## src/rtl/exc_seq_pkg.sv

```systemverilog
package exc_seq_pkg;

    localparam int XLEN       = 32;
    localparam int OPW        = 16;
    localparam int VEC_W      = 8;
    localparam int WORD_BYTES = XLEN / 8;
    localparam int WORD_SHIFT = $clog2(WORD_BYTES);

    typedef enum logic [1:0] {
        CAUSE_NONE = 2'd0,
        CAUSE_TRAP = 2'd1,
        CAUSE_SLOT = 2'd2,
        CAUSE_GEN  = 2'd3
    } exc_cause_e;

    typedef enum logic [2:0] {
        ST_IDLE,
        ST_PUSH_SR,
        ST_PUSH_PC,
        ST_FETCH_VEC,
        ST_LOAD
    } seq_state_e;

    typedef struct packed {
        logic [XLEN-1:0] sr;
        logic [XLEN-1:0] ret_pc;
        logic [XLEN-1:0] sp;
        logic [XLEN-1:0] vaddr;
        logic [XLEN-1:0] handler;
    } exc_ctx_t;

    function automatic logic [XLEN-1:0] vec_addr(input logic [XLEN-1:0] base,
                                                 input logic [VEC_W-1:0] num);
        return base + (XLEN'(num) << WORD_SHIFT);
    endfunction

endpackage

```

## src/rtl/exc_classify.sv

```systemverilog
module exc_classify
    import exc_seq_pkg::*;
#(
    parameter logic [7:0]       TRAP_OP  = 8'hC3,
    parameter logic [VEC_W-1:0] VEC_GEN  = 8'd4,
    parameter logic [VEC_W-1:0] VEC_SLOT = 8'd6
) (
    input  logic [OPW-1:0]   opcode,
    input  logic             in_slot,
    output exc_cause_e       cause,
    output logic [VEC_W-1:0] vec
);
    logic undef_op;
    logic trap_op;

    always_comb begin
        undef_op = (opcode[OPW-1 -: 4] == 4'hF);
        trap_op  = (opcode[OPW-1 -: 8] == TRAP_OP);
        if (in_slot && (undef_op || trap_op)) begin
            cause = CAUSE_SLOT;
            vec   = VEC_SLOT;
        end else if (undef_op) begin
            cause = CAUSE_GEN;
            vec   = VEC_GEN;
        end else if (trap_op) begin
            cause = CAUSE_TRAP;
            vec   = opcode[VEC_W-1:0];
        end else begin
            cause = CAUSE_NONE;
            vec   = '0;
        end
    end

endmodule

```

## src/rtl/exc_sequencer.sv

```systemverilog
module exc_sequencer
    import exc_seq_pkg::*;
#(
    parameter int INSN_BYTES = 2
) (
    input  logic             clk,
    input  logic             rst,
    input  logic             start,
    input  exc_cause_e       cause,
    input  logic [VEC_W-1:0] vec,
    input  logic [XLEN-1:0]  sr_in,
    input  logic [XLEN-1:0]  pc_in,
    input  logic [XLEN-1:0]  sp_in,
    input  logic [XLEN-1:0]  vbase,
    output logic             mem_req,
    output logic             mem_we,
    output logic [XLEN-1:0]  mem_addr,
    output logic [XLEN-1:0]  mem_wdata,
    input  logic [XLEN-1:0]  mem_rdata,
    input  logic             mem_ready,
    output logic             busy,
    output logic             pc_load,
    output logic [XLEN-1:0]  new_pc,
    output logic [XLEN-1:0]  new_sp
);
    seq_state_e state;
    exc_ctx_t   ctx;
    logic [XLEN-1:0] push_addr;

    assign push_addr = ctx.sp - XLEN'(WORD_BYTES);

    always_ff @(posedge clk) begin
        if (rst) begin
            state <= ST_IDLE;
            ctx   <= '0;
        end else begin
            case (state)
                ST_IDLE: if (start) begin
                    ctx.sr      <= sr_in;
                    ctx.ret_pc  <= (cause == CAUSE_TRAP) ? pc_in + XLEN'(INSN_BYTES) : pc_in;
                    ctx.sp      <= sp_in;
                    ctx.vaddr   <= vec_addr(vbase, vec);
                    ctx.handler <= '0;
                    state       <= ST_PUSH_SR;
                end
                ST_PUSH_SR: if (mem_ready) begin
                    ctx.sp <= push_addr;
                    state  <= ST_PUSH_PC;
                end
                ST_PUSH_PC: if (mem_ready) begin
                    ctx.sp <= push_addr;
                    state  <= ST_FETCH_VEC;
                end
                ST_FETCH_VEC: if (mem_ready) begin
                    ctx.handler <= mem_rdata;
                    state       <= ST_LOAD;
                end
                ST_LOAD: state <= ST_IDLE;
                default: state <= ST_IDLE;
            endcase
        end
    end

    always_comb begin
        mem_req   = 1'b0;
        mem_we    = 1'b0;
        mem_addr  = '0;
        mem_wdata = '0;
        case (state)
            ST_PUSH_SR: begin
                mem_req   = 1'b1;
                mem_we    = 1'b1;
                mem_addr  = push_addr;
                mem_wdata = ctx.sr;
            end
            ST_PUSH_PC: begin
                mem_req   = 1'b1;
                mem_we    = 1'b1;
                mem_addr  = push_addr;
                mem_wdata = ctx.ret_pc;
            end
            ST_FETCH_VEC: begin
                mem_req  = 1'b1;
                mem_addr = ctx.vaddr;
            end
            default: ;
        endcase
    end

    assign busy    = (state != ST_IDLE);
    assign pc_load = (state == ST_LOAD);
    assign new_pc  = ctx.handler;
    assign new_sp  = ctx.sp;

    AST_REQ_HOLD: assert property (@(posedge clk) disable iff (rst)
        mem_req && !mem_ready |=> mem_req && $stable(mem_addr) && $stable(mem_we) && $stable(mem_wdata));
    AST_IDLE_QUIET: assert property (@(posedge clk) disable iff (rst)
        !busy |-> !mem_req && !pc_load);
    AST_START_BUSY: assert property (@(posedge clk) disable iff (rst)
        start && !busy |=> busy);
    AST_LOAD_AFTER_READ: assert property (@(posedge clk) disable iff (rst)
        $rose(pc_load) |-> $past(mem_req && !mem_we && mem_ready));
    AST_LOAD_PULSE: assert property (@(posedge clk) disable iff (rst)
        pc_load |=> !pc_load && !busy);

endmodule

```

## src/rtl/exc_entry_seq.sv

```systemverilog
module exc_entry_seq
    import exc_seq_pkg::*;
#(
    parameter logic [7:0]       TRAP_OP    = 8'hC3,
    parameter logic [VEC_W-1:0] VEC_GEN    = 8'd4,
    parameter logic [VEC_W-1:0] VEC_SLOT   = 8'd6,
    parameter int               INSN_BYTES = 2
) (
    input  logic            clk,
    input  logic            rst,
    input  logic            dec_valid,
    input  logic [15:0]     dec_opcode,
    input  logic            dec_in_slot,
    input  logic [31:0]     cur_sr,
    input  logic [31:0]     cur_pc,
    input  logic [31:0]     cur_sp,
    input  logic [31:0]     vec_base,
    output logic            mem_req,
    output logic            mem_we,
    output logic [31:0]     mem_addr,
    output logic [31:0]     mem_wdata,
    input  logic [31:0]     mem_rdata,
    input  logic            mem_ready,
    output logic            busy,
    output logic            pc_load,
    output logic [31:0]     new_pc,
    output logic [31:0]     new_sp
);
    exc_cause_e       cause;
    logic [VEC_W-1:0] vec;
    logic             start;

    exc_classify #(
        .TRAP_OP (TRAP_OP),
        .VEC_GEN (VEC_GEN),
        .VEC_SLOT(VEC_SLOT)
    ) u_classify (
        .opcode (dec_opcode),
        .in_slot(dec_in_slot),
        .cause  (cause),
        .vec    (vec)
    );

    assign start = dec_valid && (cause != CAUSE_NONE);

    exc_sequencer #(
        .INSN_BYTES(INSN_BYTES)
    ) u_seq (
        .clk      (clk),
        .rst      (rst),
        .start    (start),
        .cause    (cause),
        .vec      (vec),
        .sr_in    (cur_sr),
        .pc_in    (cur_pc),
        .sp_in    (cur_sp),
        .vbase    (vec_base),
        .mem_req  (mem_req),
        .mem_we   (mem_we),
        .mem_addr (mem_addr),
        .mem_wdata(mem_wdata),
        .mem_rdata(mem_rdata),
        .mem_ready(mem_ready),
        .busy     (busy),
        .pc_load  (pc_load),
        .new_pc   (new_pc),
        .new_sp   (new_sp)
    );

    AST_SLOT_ONLY_IN_DS: assert property (@(posedge clk) disable iff (rst)
        dec_valid && cause == CAUSE_SLOT |-> dec_in_slot);
    AST_NONE_NO_START: assert property (@(posedge clk) disable iff (rst)
        dec_valid && !busy && cause == CAUSE_NONE |=> !busy);

endmodule

```

## config.mk

```make
export PLATFORM = sky130hd
export DESIGN_NAME = exc_entry_seq
export DESIGN_NICKNAME = d
export VERILOG_FILES = /design/src/rtl/exc_seq_pkg.sv /design/src/rtl/exc_classify.sv /design/src/rtl/exc_sequencer.sv /design/src/rtl/exc_entry_seq.sv
export SDC_FILE = /design/constraint.sdc
export NUM_CORES = 1
export LEC_CHECK = 0
export ABC_CLOCK_PERIOD_IN_PS = 3700
export BUFFER_PORTS_ARGS = -buffer_cell sky130_fd_sc_hd__buf_2
export CAP_MARGIN = 20
export CELL_PAD_IN_SITES_DETAIL_PLACEMENT = 1
export CELL_PAD_IN_SITES_GLOBAL_PLACEMENT = 1
export CORE_MARGIN = 3
export CORE_UTILIZATION = 33
export CTS_CLUSTER_SIZE = 14
export DETAILED_ROUTE_END_ITERATION = 10
export PLACE_DENSITY = 0.83
export SETUP_SLACK_MARGIN = 0.5
export SYNTH_ARGS = -nofsm -noshare
export SYNTH_HDL_FRONTEND = slang
export SYNTH_SLANG_ARGS = --single-unit
```

## constraint.sdc

```tcl
create_clock -name clk -period 3.7 [get_ports clk]
set_input_delay 0.37 -clock clk [delete_from_list [all_inputs] [get_ports clk]]
set_output_delay 0.37 -clock clk [all_outputs]
set_load 0.005 [all_outputs]
```

==> results.yml, run 1 <==
status:
  status: "completed"
drt:
  drt-initial-drc-count: 612
  drt_wl_total_um: 36300
  drtPass1Iterations: 5
  ant_nets: 0
  avgViaCountPerCell: 5.60
  route.vias.total: 10200
  drc_errors: 0
  wire_per_inst_um: 19.9
finish:
  nets: 1617
  final_cell_mix: "buf_2 (311), nand2_1 (164), dfxtp_1 (158), nor2_1 (105), a21oi_1 (97)"
  postLayoutCoreUtil_pct: 42.1
  area_delta_synth_final_pct: 24.9
  final_cells: 1820
  mostFrequentLayoutCell: "buf_2"
  drive_above_1_share_pct: 30.0
floorplanning:
  rows: 61
  die_y_um: 175
  core_region_area_um2: 27900
  die_area_um2: 30600
  die_w_um: 175
  num_io_pins: 313
  initial_utilization_pct: 33.7
timing:
  clock_skew_ns: 0.0141
  slew_violations: 0
  setup_tns_ns: 0
  rsz0062_at_grt: "yes"
  max_freq_mhz: 310
  finalHoldViolCount: 0
  finalSetupViolations: 0
  post-route-min-period_ns: 3.22
  worst_pin_slew_ns: 0.856
  finalCritPeriodShare_pct: 87.1
  slew_headroom_pct: 42.5
placement:
  globalplace.congestion: 0.904
  placed_cells: 1771
  port_buffers: 312
  dpl.hpwl_um: 26300
setup_path:
  crit_type: "register to output port"
  critPathMaxFanout: 4
  path_cells: "inv_2, ha_4, or4b_4, or4_4, or4_4, xnor2_2, o21ai_1, buf_2"
  endpoint_kind: "output port"
  cp.arrival_ns: 2.85
  crit_top_cell: "or4_4"
  critPathSlowestCell: "or4_4"
  critPathRequiredTime_ns: 3.33
  r2r_start: "u_seq.new_sp[3]$_SDFFE_PP0P_"
  max_stage_delay_ns: 0.54
  crit_start: "u_seq.new_sp[3]$_SDFFE_PP0P_"
  startpoint_type: "register"
global_routing:
  grt_use_met1_pct: 29.6
  gr-usage-all-layers_pct: 22.7
  grt_pass1_wl_um: 56300
  grt_max_degree: 94
  grt_use_met3_pct: 3.43
  gr-total-overflow: 0
  antenna_found_initial: 5
  grt.busiest_layer: "met2"
  met2_usage_pct: 38.1
  grt_pass1_vias: 10200
synth:
  yosysWarnings: 0
  yosys_most_used_dff: "dfxtp_1"
  seq_area_frac_synth_pct: 34.7
  netlist_area_um2: 9410
  synth-seq-cells: 163
  avgSynthCellArea_um2: 7.76
  synth_fp_nets: 1405
  synth-edff-count: 0
  synthArstFlopShare_pct: 0
  synth.distinct_cells: 66
  syn-instance-count: 1213
clock_network:
  cts_max_level: 4
  numCtsBuffers: 17
  cts_sinks: 163
  tritoncts: "done"
  cts_root_buffer: "clkbuf_16"
  path_clk_slew_ns: 0.08
  clockBufferDepth: 2
  clk_latency_ns: 0.44
flow_run:
  maxCapViolCount: 0
pwr:
  total_power_mw: 4.41
  leakage_nw: 4.85
  ir_worst_vdd_v: 0.000265
  cellPowerDensity_nw_per_um2: 375
worst_hold_path:
  hp-start: "mem_rdata[29]"
  hp-class: "primary input to register"
## cells by family (layout without fill, tap and decap cells)
family          Yosys count  count (layout)  synth area share (%)
simple gates            498             498                  26.1
fa+ha+maj                11              11                  1.54
flops                   163             163                  34.7
other cells               0               4                     0
compound gates          325             326                  23.9
buf+inv                 174             398                  9.89
xor+xnor                 39              39                  3.63
mux                       3               3                 0.319
## cell usage after synthesis (all sizes together) (3+ instances only)
cell    count  area, um^2
a31oi       3        18.8
a311oi     29         254
a211o       6        52.6
nor2      105         394
nand4b      5        43.8
or4        20         158
clkbuf     70         263
and2       14        87.6
o311ai      3        26.3
o21ai      42         210
a22o       41         359
mux2i       3        30.0
and3        7        43.8
nor3       30         171
nand3      66         330
buf        89         612
o31a        7        61.3
o311a       7        70.1
and4        9        78.8
o32ai       4        35.0
nand4      24         156
a211oi     36         270
o31ai      14         105
dfxtp     163        3260
nand2     165         619
xor2       22         193
o211ai      3        22.5
or3        18         113
a221oi     11         103
a21oi      98         490
nor4       19         138
nand2b      5        31.3
nor3b       3        22.5
ha         10         125
o21a        5        37.5
xnor2      17         149
inv        14        52.6
a21o        7        52.6
## state kept, by name, indices dropped and copies added (netlist names)
register      cells
u_seq.ctx        96
u_seq.new_pc     32
u_seq.new_sp     32
u_seq.state       3
## power breakdown
part / switching [mW] / leakage (nW) / internal [mW]
combinational: 0.467 / 3.23 / 0.318
sequential: 0.0371 / 1.32 / 1.79
clock: 0.873 / 0.293 / 0.927
total: 1.38 / 4.85 / 3.03
## metrics by stage
stage / setup slack, ns / area [um^2] / hold WS [ns]
6_report: 0.478 / 11800 / 0.166
5_1_grt: 0.383 / 11800 / 0.156
4_1_cts: 0.458 / 11700 / 0.146
3_5_place_dp: 0.0828 / 10900 / 0.450
3_3_place_gp: 0.202 / 10900 / 0.443
2_1_floorplan: 0.369 / 9510 / 0.432
## critical path, delay by kind of cell (launching register included)
kind | cells | cell delay (ns)
AOI/OAI and AO/OA | 1 | 0.13
DFF | 1 | 0.33
xor gates and xnor gates | 1 | 0.17
adders and majority gates | 1 | 0.13
and+or+nand+nor | 3 | 1.45
buffers and inverters | 2 | 0.22
## metal layers
layer  share of wire, %  wire (um)  up-vias
met4                3.6       1300        2
li1                   -          -     4823
met2                 48      17400      353
met3                4.9       1770       69
met5              0.036         13        -
met1                 44      15800     4946
## layout make-up
| class | instances | area [um^2] |
|---|---|---|
| Clock inverter | 14 | 153 |
| Fill cell | 3509 | 16200 |
| Tap cell | 378 | 473 |
| Antenna cell | 4 | 10.0 |
| Timing Repair Buffer | 351 | 1910 |
| Inverter | 15 | 58.8 |
| Sequential cell | 163 | 3270 |
| Clock buffer | 18 | 439 |
| Multi-Input combinational cell | 877 | 5450 |
## worst paths after layout
kind                                         to  slack (ns)  cells past startpoint
hold / removal    u_seq.new_pc[29]$_SDFFE_PP0P_        0.17                      3
setup reg to reg  u_seq.new_sp[28]$_SDFFE_PP0P_        1.20                     10
hold reg to reg      u_seq.ctx[32]$_SDFFE_PP0P_        0.46                      2
setup / recovery                   mem_addr[26]        0.48                      8
## what timing repair did
action                                  4_1_cts  5_1_grt
buffers inserted                             10        2
gates cloned                                  0        1
pin swaps                                     6        4
gates resized for setup                      23       13
hold buffers                                  0        0
endpoints found under the setup margin       13       12
(Power assumes the default switching activity.)
==> run 2: changes to the inputs <==
Settings changed: PLACE_DENSITY 0.83 to unset, PLACE_DENSITY_LB_ADDON set to 0.1.
==> run 2 against run 1 <==
Maximum frequency fell by 1.1%. Final cell count fell by 0.22%. Sequential power barely moved. First-iteration DRC count fell by 5.4%. Clock skew rose by 0.0028 ns. Sequential share of layout area rose by 0.16 points. Largest cell class unchanged. Critical endpoint unchanged. Critical path depth did not move. Via count fell by 3.3%.
==> results.yml, run 2 (synthesis results as in run 1) <==
worst_hold_path:
  hold_end: "u_seq.ctx[136]$_SDFFE_PP0P_"
  hp-class: "primary input to register"
  hp-start: "cur_sr[8]"
  hold-path-cell-count: 3
finish:
  area_delta_synth_final_pct: 24.2
  final_cell_mix: "buf_2 (311), nand2_1 (165), dfxtp_1 (158), nor2_1 (105), a21oi_1 (97)"
  nets: 1614
  drive_above_1_share_pct: 29.5
  final_cells: 1816
  mostFrequentLayoutCell: "buf_2"
  regMostFlops: "u_seq.ctx"
  largest_reg_flops: 96
pwr:
  seqPwrFrac_pct: 41.4
  pwr-share-comb_pct: 17.1
  ir_worst_vdd_v: 0.000252
  clkPwrFrac_pct: 41.5
  leakage_nw: 4.81
  power.internal_mw: 3.06
  cellPowerDensity_nw_per_um2: 377
  swShare_pct: 30.6
  power.switching_mw: 1.35
timing:
  finalCritPeriodShare_pct: 88.1
  finalHoldViolCount: 0
  rsz0062_at_grt: "yes"
  worst_pin_slew_ns: 1.03
  setup_tns_ns: 0
  finalSetupViolations: 0
  slew_headroom_pct: 31.1
  clock_skew_ns: 0.0169
  max_freq_mhz: 307
  slew_violations: 0
  post-route-min-period_ns: 3.26
placement:
  dpl.hpwl_um: 25600
  placed_cells: 1770
  port_buffers: 312
  globalplace.congestion: 0.820
setup_path:
  path_buf_inv: 2
  endpoint_kind: "output port"
  reg2reg_to: "u_seq.new_sp[16]$_SDFFE_PP0P_"
  cp.arrival_ns: 2.89
  r2r_start: "u_seq.state[1]$_SDFFE_PP0P_"
  startpoint_type: "register"
  path_cells: "inv_4, ha_4, or4b_4, or4_4, or4_4, xnor2_2, o21ai_1, buf_2"
  critPathMaxFanout: 5
  path_delay_family: "simple AND/OR/NAND/NOR gates"
  r2r_cells: 8
  crit_type: "register to output port"
  critPathSlowestCell: "or4_4"
  crit_top_cell: "or4_4"
  critPathRequiredTime_ns: 3.33
  r2r_slack_ns: 1.17
  max_stage_delay_ns: 0.54
clock_network:
  tritoncts: "done"
  cts_max_level: 4
  numCtsBuffers: 17
  cts_sinks: 163
  cts_root_buffer: "clkbuf_16"
  clk_latency_ns: 0.44
  path_clk_slew_ns: 0.08
  hold_buffers: 0
  clockBufferDepth: 2
drt:
  route.vias.total: 9855
  drt_wl_total_um: 35600
  wire_per_inst_um: 19.6
  drt-initial-drc-count: 579
  drtPass1Iterations: 5
  avgViaCountPerCell: 5.43
  ant_nets: 0
  drc_errors: 0
global_routing:
  gr-total-overflow: 0
  grt_max_degree: 103
  grt_pass1_wl_um: 54500
  gr-usage-all-layers_pct: 22.2
  antenna_found_initial: 8
  grt_pass1_vias: 9577
floorplanning:
  rows: 61
  initial_utilization_pct: 33.7
  die_w_um: 175
  die_y_um: 175
  core_region_area_um2: 27900
  die_area_um2: 30600
  num_io_pins: 313
flow_run:
  maxCapViolCount: 0
status:
  status: "completed"
run 2: timing repair:
item | CTS | global route
resized for setup | 15 | 12
pin swaps | 3 | 5
setup buffers | 3 | 7
endpoints found under the hold margin | 0 | 0
cloned | 0 | 1
endpoints found under the setup margin | 8 | 24
run 2: worst register-to-register path, delay by kind of cell (launching register included):
kind                   cells  cell delay (ns)
AO/OA/AOI/OAI              3             1.05
buffers and inverters      3             0.60
flip-flops                 1             0.51
XOR/XNOR                   1             0.15
AND/OR/NAND/NOR            1             0.13
run 2: per-layer routing:
metal / track usage, % / share of wire (%) / up-vias
met3: 4.45 / 5.5 / 46
met4: 7.21 / 2.1 / 10
li1: - / - / 4812
met1: 31.3 / 48 / 4704
met5: 0 / 0.15 / -
met2: 33.9 / 44 / 283
run 2: layout make-up:
cell class                 instances  area, um^2
clock buffer                      18         429
inverter                          15        58.8
timing repair buffer             348        1890
clock inverter                    14         163
antenna                            3        7.51
tap                              378         473
fill                            3508       16200
sequential                       163        3270
multi-input combinational        877        5400
run 2: how the worst max path moves through the flow:
stage / startpoint / to / slack [ns] / cells past startpoint
floorplan: dec_opcode[12] / u_seq.ctx[58]$_SDFFE_PP0P_ / 0.37 / 13
global placement: dec_opcode[12] / u_seq.ctx[54]$_SDFFE_PP0P_ / 0.15 / 10
detailed placement: dec_opcode[12] / u_seq.ctx[54]$_SDFFE_PP0P_ / 0.07 / 10
CTS: u_seq.new_sp[2]$_SDFFE_PP0P_ / mem_addr[26] / 0.41 / 8
global route: u_seq.new_sp[2]$_SDFFE_PP0P_ / mem_addr[26] / 0.36 / 8
finish: u_seq.new_sp[2]$_SDFFE_PP0P_ / mem_addr[26] / 0.44 / 8
run 2: power groups by stage:
| stage | combinational, mW | clock [mW] | sequential, mW |
|---|---|---|---|
| 4_1_cts | 0.729 | 1.87 | 1.82 |
| 2_1_floorplan | 0.410 | 0 | 1.85 |
| 6_report | 0.752 | 1.83 | 1.82 |
| 3_5_place_dp | 0.690 | 0 | 1.86 |
| 5_1_grt | 0.822 | 1.94 | 1.83 |
| 3_3_place_gp | 0.682 | 0 | 1.86 |
run 2: through the flow:
step,cell area [um^2],setup WS [ns],util [%],total power [mW],hold WS (ns)
detailed placement,10900,0.0725,39.1,2.55,0.448
finish,11700,0.441,41.9,4.40,0.161
CTS,11600,0.411,41.4,4.43,0.145
global route,11700,0.365,41.9,4.59,0.157
floorplan,9510,0.369,-,2.26,0.432
global placement,10900,0.146,39.1,2.54,0.444
